[config.mk]
export PLATFORM = sky130hd
export DESIGN_NAME = supv_reset_ctrl
export DESIGN_NICKNAME = d
export VERILOG_FILES = /design/src/rtl/supv_pkg.sv /design/src/rtl/supv_sync2.sv /design/src/rtl/supv_timebase.sv /design/src/rtl/supv_hold.sv /design/src/rtl/supv_wdog.sv /design/src/rtl/supv_reset_ctrl.sv
export SDC_FILE = /design/constraint.sdc
export NUM_CORES = 1
export LEC_CHECK = 0
export CORE_MARGIN = 2
export CORE_UTILIZATION = 50
export DETAILED_ROUTE_END_ITERATION = 16
export DONT_BUFFER_PORTS = 1
export PLACE_DENSITY = 0.68
export SLEW_MARGIN = 0
export SYNTH_ARGS = -nofsm -noshare
export SYNTH_HDL_FRONTEND = slang
export SYNTH_SLANG_ARGS = --single-unit
[constraint.sdc]
create_clock -name clk -period 1.7 [get_ports clk]
set_input_delay 0.085 -clock clk [delete_from_list [all_inputs] [get_ports clk]]
set_output_delay 0.085 -clock clk [all_outputs]
set_load 0.005 [all_outputs]
[src/rtl/supv_pkg.sv]
package supv_pkg;
  typedef enum logic [1:0] {
    WD_LONG  = 2'b00,
    WD_MED   = 2'b01,
    WD_SHORT = 2'b10,
    WD_OFF   = 2'b11
  } wd_sel_e;
endpackage

[src/rtl/supv_sync2.sv]
module supv_sync2 (
  input  logic clk,
  input  logic rst_n,
  input  logic d_async,
  output logic q_sync
);
  logic stage1_q, stage2_q;

  always_ff @(posedge clk or negedge rst_n) begin
    if (!rst_n) begin
      stage1_q <= 1'b0;
      stage2_q <= 1'b0;
    end else begin
      stage1_q <= d_async;
      stage2_q <= stage1_q;
    end
  end

  assign q_sync = stage2_q;
endmodule

[src/rtl/supv_timebase.sv]
module supv_timebase #(
  parameter int PRESCALE = 1000
) (
  input  logic clk,
  input  logic rst_n,
  input  logic restart,
  output logic tick
);
  localparam int CW = (PRESCALE > 1) ? $clog2(PRESCALE) : 1;
  localparam logic [CW-1:0] LAST = CW'(PRESCALE - 1);

  logic [CW-1:0] cnt_q, cnt_d;

  assign tick = (cnt_q == LAST);

  always_comb begin
    cnt_d = cnt_q;
    if (restart)   cnt_d = '0;
    else if (tick) cnt_d = '0;
    else           cnt_d = cnt_q + 1'b1;
  end

  always_ff @(posedge clk or negedge rst_n) begin
    if (!rst_n) cnt_q <= '0;
    else        cnt_q <= cnt_d;
  end

  // the prescaler never leaves its range, so ticks stay evenly spaced
  assert_prescale_range_R3: assert property (@(posedge clk) disable iff (!rst_n)
    cnt_q <= LAST);
  // a restart puts the phase back to zero
  assert_restart_phase_R6: assert property (@(posedge clk) disable iff (!rst_n)
    restart |=> (cnt_q == '0));
endmodule

[src/rtl/supv_hold.sv]
module supv_hold #(
  parameter int HOLD_TICKS = 200
) (
  input  logic clk,
  input  logic rst_n,
  input  logic pg_ok,
  input  logic wd_expire,
  input  logic tick,
  output logic in_reset,
  output logic hold_restart
);
  localparam int HW = (HOLD_TICKS > 1) ? $clog2(HOLD_TICKS) : 1;
  localparam logic [HW-1:0] HOLD_LAST = HW'(HOLD_TICKS - 1);

  logic          active_q, active_d;
  logic [HW-1:0] cnt_q, cnt_d;

  assign hold_restart = !pg_ok || wd_expire;

  always_comb begin
    active_d = active_q;
    cnt_d    = cnt_q;
    if (hold_restart) begin
      active_d = 1'b1;
      cnt_d    = '0;
    end else if (active_q && tick) begin
      if (cnt_q == HOLD_LAST) begin
        active_d = 1'b0;
        cnt_d    = '0;
      end else begin
        cnt_d = cnt_q + 1'b1;
      end
    end
  end

  always_ff @(posedge clk or negedge rst_n) begin
    if (!rst_n) begin
      active_q <= 1'b1;
      cnt_q    <= '0;
    end else begin
      active_q <= active_d;
      cnt_q    <= cnt_d;
    end
  end

  assign in_reset = active_q;

  assert_low_supply_resets_R2: assert property (@(posedge clk) disable iff (!rst_n)
    !pg_ok |=> in_reset);
  assert_expiry_resets_R4: assert property (@(posedge clk) disable iff (!rst_n)
    wd_expire |=> in_reset);
  assert_release_on_tick_R3: assert property (@(posedge clk) disable iff (!rst_n)
    $fell(in_reset) |-> $past(tick));
endmodule

[src/rtl/supv_wdog.sv]
module supv_wdog
  import supv_pkg::*;
#(
  parameter int WD_LONG_TICKS  = 1400,
  parameter int WD_MED_TICKS   = 600,
  parameter int WD_SHORT_TICKS = 200
) (
  input  logic       clk,
  input  logic       rst_n,
  input  logic       tick,
  input  logic       in_reset,
  input  logic       kick,
  input  logic [1:0] sel,
  output logic       kick_ok,
  output logic       expire
);
  localparam int WW = $clog2(WD_LONG_TICKS + 1);

  wd_sel_e       mode;
  logic [WW-1:0] limit;
  logic [WW-1:0] cnt_q, cnt_d;
  logic          enabled;

  assign mode = wd_sel_e'(sel);

  always_comb begin
    case (mode)
      WD_LONG:  limit = WW'(WD_LONG_TICKS - 1);
      WD_MED:   limit = WW'(WD_MED_TICKS - 1);
      WD_SHORT: limit = WW'(WD_SHORT_TICKS - 1);
      default:  limit = '0;
    endcase
  end

  assign enabled = !in_reset && (mode != WD_OFF);
  assign kick_ok = kick && !in_reset;
  assign expire  = enabled && !kick_ok && tick && (cnt_q == limit);

  always_comb begin
    cnt_d = cnt_q;
    if (!enabled || kick_ok) cnt_d = '0;
    else if (expire)         cnt_d = '0;
    else if (tick)           cnt_d = cnt_q + 1'b1;
  end

  always_ff @(posedge clk or negedge rst_n) begin
    if (!rst_n) cnt_q <= '0;
    else        cnt_q <= cnt_d;
  end

  assert_off_holds_clear_R5: assert property (@(posedge clk) disable iff (!rst_n)
    (mode == WD_OFF) |=> (cnt_q == '0));
  assert_kick_clears_R6: assert property (@(posedge clk) disable iff (!rst_n)
    kick_ok |=> (cnt_q == '0));
  assert_idle_in_reset_R7: assert property (@(posedge clk) disable iff (!rst_n)
    in_reset |=> (cnt_q == '0));
  assert_expire_on_tick_R4: assert property (@(posedge clk) disable iff (!rst_n)
    expire |-> (tick && !in_reset));
endmodule

[src/rtl/supv_reset_ctrl.sv]
module supv_reset_ctrl #(
  parameter int PRESCALE       = 1000,
  parameter int HOLD_TICKS     = 200,
  parameter int WD_LONG_TICKS  = 1400,
  parameter int WD_MED_TICKS   = 600,
  parameter int WD_SHORT_TICKS = 200,
  parameter bit RST_ACTIVE_LOW = 1'b0
) (
  input  logic       clk,
  input  logic       rst_n,
  input  logic       pwr_good,
  input  logic       wd_kick,
  input  logic [1:0] wd_sel,
  output logic       cpu_rst
);
  logic pg_ok, tick, in_reset, hold_restart, kick_ok, wd_expire;

  supv_sync2 u_pg_sync (
    .clk    (clk),
    .rst_n  (rst_n),
    .d_async(pwr_good),
    .q_sync (pg_ok)
  );

  supv_timebase #(.PRESCALE(PRESCALE)) u_timebase (
    .clk    (clk),
    .rst_n  (rst_n),
    .restart(hold_restart || kick_ok),
    .tick   (tick)
  );

  supv_hold #(.HOLD_TICKS(HOLD_TICKS)) u_hold (
    .clk         (clk),
    .rst_n       (rst_n),
    .pg_ok       (pg_ok),
    .wd_expire   (wd_expire),
    .tick        (tick),
    .in_reset    (in_reset),
    .hold_restart(hold_restart)
  );

  supv_wdog #(
    .WD_LONG_TICKS (WD_LONG_TICKS),
    .WD_MED_TICKS  (WD_MED_TICKS),
    .WD_SHORT_TICKS(WD_SHORT_TICKS)
  ) u_wdog (
    .clk     (clk),
    .rst_n   (rst_n),
    .tick    (tick),
    .in_reset(in_reset),
    .kick    (wd_kick),
    .sel     (wd_sel),
    .kick_ok (kick_ok),
    .expire  (wd_expire)
  );

  generate
    if (RST_ACTIVE_LOW) begin : g_active_low
      assign cpu_rst = ~in_reset;
    end else begin : g_active_high
      assign cpu_rst = in_reset;
    end
  endgenerate

  // a strobe during reset never restarts the timebase
  assert_kick_ignored_in_reset_R7: assert property (@(posedge clk) disable iff (!rst_n)
    (in_reset && wd_kick) |-> !kick_ok);
endmodule

==> results.tsv <==
metric	value	unit
outcome	finished, violations left	
violations	setup timing	
cts_tree	yes	
gr-usage-all-layers	0.227	
synth_fa_ha_area_frac	0.0210	
vias	1668	
ys_warn_count	0	
synth.distinct_cells	47	
postRouteAntennaNets	0	
r2r-end	u_hold.cnt_q[7]	
routed.top_layer	met4	
setup.worst_path.end	u_hold.cnt_q[7]	
finalNetCount	240	
ir_drop	489	uV
finalMaxSlewViolations	0	
post-route-min-period	1760	ps
die-area	0.00408	sq mm
async_flop_share	1.00	
wl_met1	2010	um
nFillCells	251	
dp_cells	259	
power_density	549	mW/mm^2
worstHoldPathType	input port to flop	
start_kind	flop	
fmax	567	MHz
hold_slack	139	ps
syn2layout_area_growth	31.4	%
grt_max_degree	33	
rr_worst_depth	5	
cts-htree-levels	2	
cts_sinks	32	
fin_cells	277	
synth_compound_area_frac	0.154	
placed_cell_area	0.00201	sq mm
grt_overflow	0	
antenna_found_initial	0	
synth_edf_count	0	
synth_top_family_by_area	simple AND/OR/NAND/NOR gates	
route.met2.wl	2220	um
maxCapViolations	0	
ff2ff_setup_slack	-60	ps
final_common_cell	buf_4	
numCtsBuffers	5	
die_h	63.8	um
slew_headroom	0.690	
start_util	0.528	
coreArea	0.00339	sq mm
critPathMaxFanout	5	
worstSetupStartpoint	u_timebase.cnt_q[1]	
first_pass_iters	4	
required	1980	ps
io_pins	7	
worst_pin_slew	460	ps
ys_seq_elements	32	
finalWirelength	4560	um
layout_common_cells	buf_4, dfrtp_1, nand2_1, nor2_1, nand3_1	
syn_nets	202	
route.met3.wl	205	um
setup_slack	-62.8	ps
dp_hpwl	2880	um
ys_seq_area_frac	0.448	
synth-main-ff-cell	dfrtp_1	
rsz0062_at_grt	true	
power.total	1290	uW
clock_skew	12.2	ps
clk_latency	340	ps
post_drt_wl_per_cell	16.5	um
final-hold-violation-count	0	
io_buffers	0	
final_area	0.00235	sq mm
power.leakage	0.000993	uW
synth_xor_area_frac	0.0538	
drc	0	
path_class	flop to flop	
grt_pass1_wl	7280	um
clkTransAtPathRegs	100	ps
end_kind	flop	
syn-cell-area	0.00179	sq mm
rr_startpoint	u_timebase.cnt_q[1]	
setup_viol	8	
fp-row-count	21	
grt_pass1_vias	1556	
cts-root-buf	clkbuf_4	
synth_mux_area_frac	0.00629	
drt_iter0_drc	122	
fin_crit_sh	1.04	
synth-simple-area-share	0.290	
whs_path_depth	4	
place_congestion	0.965	
via_per_inst	6.02	
avgSynthCellArea	9.28	sq um
crit_arrival	2040	ps
die_width	63.8	um
clock_path_buffers	2	
diodes	0	
syn_inst	193	
drive_above_1_share	0.346	
## worst min path at each step
stage	from	end	slack (ps)
after floorplan	rst_n	u_hold.cnt_q[0]	-210
after global placement	rst_n	u_wdog.cnt_q[5]	-210
after detailed placement	rst_n	u_wdog.cnt_q[7]	-210
after CTS	wd_kick	u_timebase.cnt_q[7]	110
after global routing	wd_kick	u_wdog.cnt_q[6]	160
final	wd_kick	u_wdog.cnt_q[6]	140
## worst max-delay path: stages (launching register included)
cell,delay [ps]
dfrtp_1,380
ha_2,190
and4b_2,260
nand4_1,180
or4_4,560
a21oi_2,130
## final cells by class
class                   instances  area, sq um  share of cell area
flip-flops and latches         32          805               0.342
repair buffers                 37          310               0.132
multi-input cells             151         1120               0.476
clock inverters                 1         5.00             0.00213
inverters                       4         15.0             0.00638
well taps                      46         57.6              0.0245
clock buffers                   6         41.3              0.0176
## metrics by stage
stage          utilization  TNS (ps)  worst slack, ps
6_report             0.694      -179            -62.8
3_3_place_gp         0.594     -45.0            -45.0
2_1_floorplan            -         0             3.37
4_1_cts              0.633     -11.6            -11.6
3_5_place_dp         0.594      -175            -60.2
5_1_grt              0.694     -1180             -143
## Yosys cell counts, drive strengths merged, types with 3 or more instances
master / instances / share of area
o2111ai: 3 / 0.018
nand3: 12 / 0.036
and2: 4 / 0.014
clkbuf: 3 / 0.0063
dfrtp: 31 / 0.43
buf: 3 / 0.012
xor2: 5 / 0.024
o21ai: 11 / 0.031
a21oi: 5 / 0.014
nand2: 30 / 0.063
o221ai: 4 / 0.020
ha: 3 / 0.021
or4: 3 / 0.013
inv: 4 / 0.0084
nor2b: 4 / 0.014
nor3: 3 / 0.0084
nor2: 17 / 0.036
and3: 9 / 0.031
nand4: 3 / 0.010
xnor2: 6 / 0.029
## kinds of logic (layout without fill, tap and decap cells)
logic type      after synthesis  after routing
compound gates               37             37
xor+xnor                     11             11
fa+ha+maj                     3              3
buf+inv                      10             48
flops                        32             32
mux                           1              1
simple gates                 99             99
## report_power, final
group          leakage [uW]  switching [uW]  total [uW]  internal [uW]
Sequential         0.000433            6.08         775            769
Combinational      0.000532            59.4         108           48.9
Clock             0.0000281             256         408            152
Total              0.000993             322        1290            970
## state kept, by name, summed over array words and instances, names as in the netlist
signal,count
u_pg_sync.q_sync,1
u_wdog.cnt_q,11
u_hold.in_reset,1
u_pg_sync.stage1_q,1
u_hold.cnt_q,8
u_timebase.cnt_q,10
## metal layers
layer | track usage | vias up
met5 | 0 | -
met4 | 0.0707 | 0
met3 | 0.0528 | 13
met2 | 0.354 | 52
met1 | 0.313 | 823
li1 | - | 780
## repair_timing
item | 4_1_cts | 5_1_grt
resized for setup | 5 | 41
hold endpoints to repair | 33 | 0
endpoints found under the setup margin | 9 | 22
pin swaps | 1 | 22
hold buffers | 3 | 0
setup buffers | 5 | 3
Power figures use the tool's default switching activity.
